File: config.mk
export PLATFORM = sky130hd
export DESIGN_NAME = rm_code_segment
export DESIGN_NICKNAME = d
export VERILOG_FILES = /design/src/rtl/cs_pkg.sv /design/src/rtl/cs_selector_unit.sv /design/src/rtl/cs_ip_unit.sv /design/src/rtl/cs_fetch_adder.sv /design/src/rtl/rm_code_segment.sv
export SDC_FILE = /design/constraint.sdc
export NUM_CORES = 1
export LEC_CHECK = 0
export BUFFER_PORTS_ARGS = -buffer_cell sky130_fd_sc_hd__buf_4
export CAP_MARGIN = 20
export CORE_MARGIN = 2
export CORE_UTILIZATION = 50
export CTS_CLUSTER_DIAMETER = 200
export CTS_CLUSTER_SIZE = 40
export DETAILED_ROUTE_END_ITERATION = 6
export PLACE_DENSITY = 0.8
export SYNTH_ARGS = -nofsm -noshare
export SYNTH_HDL_FRONTEND = slang
export SYNTH_HIERARCHICAL = 1
export SYNTH_SLANG_ARGS = --single-unit
File: constraint.sdc
create_clock -name clk -period 4.6 [get_ports clk]
set_input_delay 0.69 -clock clk [delete_from_list [all_inputs] [get_ports clk]]
set_output_delay 0.69 -clock clk [all_outputs]
set_load 0.005 [all_outputs]
File: src/rtl/cs_pkg.sv
package cs_pkg;
  localparam int SEL_W   = 16;
  localparam int ADDR_W  = 32;
  localparam int IP_W    = 16;
  localparam int LEN_W   = 4;
  localparam int SHIFT   = 4;
  localparam logic [SEL_W-1:0]  RST_SEL  = 16'hF000;
  localparam logic [ADDR_W-1:0] RST_BASE = 32'hFFFF0000;
  localparam logic [IP_W-1:0]   RST_IP   = 16'hFFF0;
endpackage

File: src/rtl/cs_selector_unit.sv
module cs_selector_unit #(
  parameter int SEL_W  = 16,
  parameter int ADDR_W = 32,
  parameter int SHIFT  = 4,
  parameter logic [SEL_W-1:0]  RST_SEL  = '0,
  parameter logic [ADDR_W-1:0] RST_BASE = '0
) (
  input  logic              clk,
  input  logic              rst,
  input  logic              sel_load,
  input  logic [SEL_W-1:0]  sel_in,
  output logic [SEL_W-1:0]  sel_q,
  output logic [ADDR_W-1:0] base_q,
  output logic [ADDR_W-1:0] base_d,
  output logic              alias_q
);
  localparam int PAD = ADDR_W - SEL_W - SHIFT;

  logic [ADDR_W-1:0] norm_base;

  generate
    if (PAD > 0) begin : g_pad
      assign norm_base = {{PAD{1'b0}}, sel_in, {SHIFT{1'b0}}};
    end else begin : g_nopad
      logic [SEL_W+SHIFT-1:0] wide;
      assign wide      = {sel_in, {SHIFT{1'b0}}};
      assign norm_base = wide[ADDR_W-1:0];
    end
  endgenerate

  always_comb begin
    base_d = base_q;
    if (rst)           base_d = RST_BASE;
    else if (sel_load) base_d = norm_base;
  end

  always_ff @(posedge clk) begin
    if (rst) begin
      sel_q   <= RST_SEL;
      base_q  <= RST_BASE;
      alias_q <= 1'b1;
    end else if (sel_load) begin
      sel_q   <= sel_in;
      base_q  <= base_d;
      alias_q <= 1'b0;
    end
  end

  AST_NORMAL_BASE_TOP_ZERO: assert property (@(posedge clk) disable iff (rst)
    !alias_q |-> ((base_q >> (SEL_W + SHIFT)) == '0));

  AST_LOAD_SETS_BASE: assert property (@(posedge clk) disable iff (rst)
    sel_load |=> (base_q == ({{(ADDR_W-SEL_W){1'b0}}, $past(sel_in)} << SHIFT)) && (sel_q == $past(sel_in)));

  AST_ALIAS_STICKY: assert property (@(posedge clk) disable iff (rst)
    !alias_q |=> !alias_q);

  AST_HOLD_NO_LOAD: assert property (@(posedge clk) disable iff (rst)
    !sel_load |=> $stable(base_q) && $stable(sel_q));
endmodule

File: src/rtl/cs_ip_unit.sv
module cs_ip_unit #(
  parameter int IP_W  = 16,
  parameter int LEN_W = 4,
  parameter logic [IP_W-1:0] RST_IP = '0
) (
  input  logic             clk,
  input  logic             rst,
  input  logic             ip_inc,
  input  logic [LEN_W-1:0] ip_len,
  input  logic             ip_load,
  input  logic [IP_W-1:0]  ip_in,
  output logic [IP_W-1:0]  ip_q,
  output logic [IP_W-1:0]  ip_d
);
  logic [IP_W-1:0] len_ext;
  assign len_ext = {{(IP_W-LEN_W){1'b0}}, ip_len};

  always_comb begin
    ip_d = ip_q;
    if (rst)          ip_d = RST_IP;
    else if (ip_load) ip_d = ip_in;
    else if (ip_inc)  ip_d = ip_q + len_ext;
  end

  always_ff @(posedge clk) ip_q <= ip_d;

  AST_IP_INC_WRAP: assert property (@(posedge clk) disable iff (rst)
    (ip_inc && !ip_load) |=> (ip_q == $past(ip_q) + {{(IP_W-LEN_W){1'b0}}, $past(ip_len)}));

  AST_IP_LOAD: assert property (@(posedge clk) disable iff (rst)
    ip_load |=> (ip_q == $past(ip_in)));
endmodule

File: src/rtl/cs_fetch_adder.sv
module cs_fetch_adder #(
  parameter int ADDR_W = 32,
  parameter int IP_W   = 16,
  parameter logic [ADDR_W-1:0] RST_FETCH = '0
) (
  input  logic              clk,
  input  logic              rst,
  input  logic [ADDR_W-1:0] base_d,
  input  logic [IP_W-1:0]   ip_d,
  output logic [ADDR_W-1:0] fetch_q
);
  always_ff @(posedge clk) begin
    if (rst) fetch_q <= RST_FETCH;
    else     fetch_q <= base_d + {{(ADDR_W-IP_W){1'b0}}, ip_d};
  end
endmodule

File: src/rtl/rm_code_segment.sv
module rm_code_segment
  import cs_pkg::*;
#(
  parameter int P_SEL_W  = SEL_W,
  parameter int P_ADDR_W = ADDR_W,
  parameter int P_IP_W   = IP_W,
  parameter int P_LEN_W  = LEN_W,
  parameter int P_SHIFT  = SHIFT
) (
  input  logic                clk,
  input  logic                rst,
  input  logic                sel_load,
  input  logic [P_SEL_W-1:0]  sel_in,
  input  logic                ip_inc,
  input  logic [P_LEN_W-1:0]  ip_len,
  input  logic                ip_load,
  input  logic [P_IP_W-1:0]   ip_in,
  output logic [P_ADDR_W-1:0] fetch_addr,
  output logic [P_SEL_W-1:0]  sel_out,
  output logic [P_ADDR_W-1:0] base_out,
  output logic                alias_active
);
  localparam logic [P_ADDR_W-1:0] RST_FETCH =
    RST_BASE + {{(P_ADDR_W-P_IP_W){1'b0}}, RST_IP};

  logic [P_ADDR_W-1:0] base_d;
  logic [P_IP_W-1:0]   ip_q, ip_d;

  cs_selector_unit #(
    .SEL_W(P_SEL_W), .ADDR_W(P_ADDR_W), .SHIFT(P_SHIFT),
    .RST_SEL(RST_SEL), .RST_BASE(RST_BASE)
  ) u_sel (
    .clk(clk), .rst(rst), .sel_load(sel_load), .sel_in(sel_in),
    .sel_q(sel_out), .base_q(base_out), .base_d(base_d), .alias_q(alias_active)
  );

  cs_ip_unit #(
    .IP_W(P_IP_W), .LEN_W(P_LEN_W), .RST_IP(RST_IP)
  ) u_ip (
    .clk(clk), .rst(rst), .ip_inc(ip_inc), .ip_len(ip_len),
    .ip_load(ip_load), .ip_in(ip_in), .ip_q(ip_q), .ip_d(ip_d)
  );

  cs_fetch_adder #(
    .ADDR_W(P_ADDR_W), .IP_W(P_IP_W), .RST_FETCH(RST_FETCH)
  ) u_add (
    .clk(clk), .rst(rst), .base_d(base_d), .ip_d(ip_d), .fetch_q(fetch_addr)
  );

  AST_FETCH_IS_SUM: assert property (@(posedge clk) disable iff (rst)
    fetch_addr == base_out + {{(P_ADDR_W-P_IP_W){1'b0}}, ip_q});

  AST_COMBINED_LOAD: assert property (@(posedge clk) disable iff (rst)
    (sel_load && ip_load) |=> (fetch_addr == ({{(P_ADDR_W-P_SEL_W){1'b0}}, $past(sel_in)} << P_SHIFT)
                                            + {{(P_ADDR_W-P_IP_W){1'b0}}, $past(ip_in)}));
endmodule

# Word level (Yosys, flattened, before mapping)
# Cells that the tools add are included.
# classes
n_addsub	2
muxes	5
# ops
cell	n
2-to-1 mux 32 bit	2
2-to-1 mux 16 bit	3
adder 32 x 16 -> 32 bit	1
adder 16 x 4 -> 16 bit	1
# totals
ff_bits	97

# Logic depth before layout (Yosys ltp)
# depth
word_depth	5
mapped_depth	16
depth_no_buf	15

# By module
# Netlist, hierarchy kept.
# modules_own_cells
mod	n_inst	seq_area_each_um2	area_each_um2	cells_per_inst
cs_fetch_adder	1	640.6	2037.0	243
cs_selector_unit	1	980.9	1824.2	195
cs_ip_unit	1	320.3	1048.5	117

# Worst setup path before layout
# Ideal clock, no wire load.
# synth_path
kind	input port to flip-flop
startpoint	input ip_len[0]
endpoint	register u_add.fetch_q[27]
t_arrival_ns	3.504
t_required_ns	4.471
setup_ns	0.129
path_buffers	0
cell_stages	15
slack_ns	0.966
path_cell_list	ha_1 > inv_1 > fa_1 > nor2b_4 > o311a_4 > and3_4 > and3_4 > nor3_1 > ha_1 > a21o_1 > a21o_1 > a221o_1 > nor3_4 > nor4_1 > mux2i_1
# synth_between
elab_chain_cells	5
# synth_lines
element	line	source
start: declaration	rm_code_segment.sv:15	input logic [P_LEN_W-1:0] ip_len,
adder 16 x 4 -> 16 bit	cs_ip_unit.sv:22	else if (ip_inc) ip_d = ip_q + len_ext;
2-to-1 mux 16 bit	cs_ip_unit.sv:22	
2-to-1 mux 16 bit	cs_ip_unit.sv:21	else if (ip_load) ip_d = ip_in;
2-to-1 mux 16 bit	cs_ip_unit.sv:20	if (rst) ip_d = RST_IP;
named net ip_d[10]	rm_code_segment.sv:27	logic [P_IP_W-1:0] ip_q, ip_d;
adder 32 x 16 -> 32 bit	cs_fetch_adder.sv:14	else fetch_q <= base_d + {{(ADDR_W-IP_W){1'b0}}, ip_d};
end signal: assignment	cs_fetch_adder.sv:14	
end: declaration	cs_fetch_adder.sv:10	output logic [ADDR_W-1:0] fetch_q
# The timed path passes the listed nets, and every way through them passes these cells.
# A chain may end at the register's enable or synchronous reset.

# Worst setup path after layout
# layout_path
startpoint	input ip_len[0]
endpoint	register u_add.fetch_q[19]
# Same word-level chain as after synthesis.

==> run metrics <==
drt wl/cell=14.7 µm; worst slack, placed=454 ps; post-synth design cell area=a little under 0.005 mm²; ANT nets after route=0; NumNets Final=723; crit path capture type=flip-flop; logic gate share of total power=0.243; fillcell total=878; part of the cycle the worst path needs=0.835; crit path cell chain=buf_4, ha_1, inv_1, fa_1, nor2b_4, o311a_4, nand2_1, nor4b_1, a211oi_1, ha_1, a21oi_1, o21ai_0, a221o_1, nor3_4, or4_1, nand3_1; EDFF count, synth=0; Slew Viols, Final=0; fin crit period=3840 ps; most frequent cells in the layout=buf_4 (124), dfxtp_1 (97), a21oi_1 (65); clock tree buffer depth=2; clock root buffer=clkbuf_8; ys flop type=dfxtp_1; RSZ-0062 raised after global routing=no; Seq. cell area=between 0.0015 and 0.002 mm²; Initial Util=0.509; placed instance area=0.00580 mm²; worst slew pin tran=~540 ps; post-synthesis sequential area ratio=0.396; Worst Setup Start Kind=input port; Final Non-Filler Cells=797; GP Congestion=0.928; core area=0.00964 mm²; via-per-instance ratio=5.32; Power Total=roughly 1.9 mW; WL final=11.7 mm; # H-tree levels=3; sequential share of power=0.501; Synth Area per Inst=slightly below 9 µm²; vias in the first global route=roughly 3,900; Post-Syn Instances=approximately 560; total number of vias=4,242; 1st-iter DRT viols=144; post-route cell area=0.00597 mm²; Sw Share=0.292; multi-input logic area=0.00269 mm²; Die Area=0.0106 mm²; most frequent CP cell=ha_1; Hold-fix buffers, CTS=0; Required @ worst endpoint=4880 ps; total negative slack=0 ps; asr flop ratio synth=0; antenna violations before repair=0; Unique masters post-synth=60; Setup Buffers After CTS=0; clock skew=10.5 ps; io pins=122; worst vdd ir=0.000191 V; internal power=1.33 mW; max_slew headroom=0.635; worst-skew pair later-pin latency=between 300 and 400 ps; worst reg2reg path depth=15; Area Growth Syn to Fin=21.5%; Num CTS Buffers=9; reg2reg end=u_add/fetch_q[19]$_SDFF_PP1_; Slowest-stage cell, CP=or4_1; P per Cell Area=314 mW/mm²; status=complete, no violations; Ys Warns=6; post-DP HPWL=8.66 mm; Final Hold Viols=0; endpoints failing setup=0; largest net degree at the start of global routing=55; grt ovf=0; Psw=0.546 mW; critical path capture point=u_add/fetch_q[19]$_SDFF_PP1_; Inserted Diodes=0; max incr delay on CP=between 400 and 500 ps; Vert. Die Dim=103 µm; Max FO, Critical Path=7; Final WS setup=758 ps; Worst setup startpoint=ip_len[0]; critical path type=in -> reg; Max Fclk=approximately 0.26 GHz; number of max-cap violations=0; reg-to-reg slack, setup=840 ps; GRT Total Usage=0.221; placed cells=782; commonest non-fill, non-tap cell in the layout=buf_4; number of remaining DRC errors=0; R2R Path Start=u_ip/ip_q[0]$_DFF_P_; # resized after CTS=0; num rows=36; Mapped Nets=618; fraction of layout cells with a size suffix above 1=0.233; Pre-antenna DRT Iters=5; first-pass GRT wire length=around 18 mm; clock-pin slew on the worst setup and hold paths=approximately 80 ps; Hold Crit Start=u_sel/sel_q[14]$_SDFFE_PP1P_; TritonCTS clock tree=yes; power share of the clock group=0.256; P_leak=2.70 nW; CTS sink cnt=97; I/O Buffers=approximately 120; critical path data arrival time=4120 ps; Yosys reg bits=97; Tightest Hold Check Type=reg -> reg; Die W=103 µm
[Yosys cell counts (3+ instances only)]
master	count	share of area
buf_4	6	0.0092
a21oi_1	65	0.066
nor2_1	38	0.029
nor3_1	7	0.0071
nor3b_1	5	0.0076
nand4_1	7	0.0089
xnor2_1	9	0.016
nand2_1	39	0.030
buf_6	7	0.016
o21ai_1	14	0.014
nand3_1	13	0.013
dfxtp_1	97	0.40
a21o_1	33	0.050
a211oi_1	5	0.0076
buf_2	12	0.012
o21a_1	5	0.0076
ha_1	20	0.051
o21ai_0	12	0.012
a2111oi_0	3	0.0054
and2_1	11	0.014
nand2b_1	27	0.034
mux2i_1	16	0.033
nor2b_1	14	0.018
a311oi_1	3	0.0054
nor4_1	6	0.0076
xor2_1	8	0.014
o31ai_1	4	0.0061
clkbuf_1	4	0.0031
and3_1	4	0.0051
inv_1	19	0.015
o21bai_1	4	0.0061
[critical path: cells and delay by family]
family | cells | cell delay, ps
simple gates | 6 | 1160
compound gates | 5 | 1150
fa+ha+maj | 3 | 980
buf+inv | 2 | 140
[sequential cells by signal (all words and copies together) (netlist names)]
register,flops
u_sel/alias_q,1
u_sel/base_q,32
u_sel/sel_q,16
u_add/fetch_q,32
u_ip/ip_q,16
[stage by stage]
stage,utilization,hold WS [ps]
after floorplan,-,438
after global routing,0.619,487
final,0.619,459
after CTS,0.619,465
after detailed placement,0.602,448
after global placement,0.602,432
[layout make-up]
type	count	area share
multi-input combinational	408	0.451
timing repair buffer	124	0.156
inverter	20	0.0126
clock inverter	4	0.00336
sequential	97	0.326
tap	133	0.0279
clock buffer	11	0.0237
[worst min path at each step]
stage	end	slack, ps	depth (start not counted)
final	u_sel/sel_q[14]$_SDFFE_PP1P_	460	2
after global routing	u_sel/sel_q[12]$_SDFFE_PP1P_	490	2
after CTS	u_sel/sel_q[14]$_SDFFE_PP1P_	460	2
after detailed placement	u_sel/sel_q[14]$_SDFFE_PP1P_	450	2
after global placement	u_sel/sel_q[14]$_SDFFE_PP1P_	430	2
after floorplan	u_sel/sel_q[12]$_SDFFE_PP1P_	440	2
[power by group through the flow]
stage	clock, mW	combinational (mW)	sequential, mW
floorplan	0	0.289	0.956
global placement	0	0.444	0.956
detailed placement	0	0.452	0.957
CTS	0.495	0.455	0.939
global route	0.526	0.507	0.947
finish	0.480	0.455	0.938
[routing by layer]
metal / wire [µm] / global-route usage / up-vias
met5: 0 / 0 / -
met4: 131 / 0.0597 / 0
met3: 700 / 0.0488 / 9
met2: 5580 / 0.372 / 130
met1: 5280 / 0.287 / 1943
li1: - / - / 2160
[logic make-up after synthesis]
family / count (synthesis) / synth area share
AO/OA/AOI/OAI: 164 / 0.215
XOR/XNOR: 17 / 0.0303
adder cells (fa/ha/maj): 22 / 0.0591
buffers and inverters: 50 / 0.0566
flip-flops: 97 / 0.396
multiplexers: 17 / 0.0349
AND/OR/NAND/NOR: 188 / 0.208
Note: power is estimated with default switching activity, not from simulation.
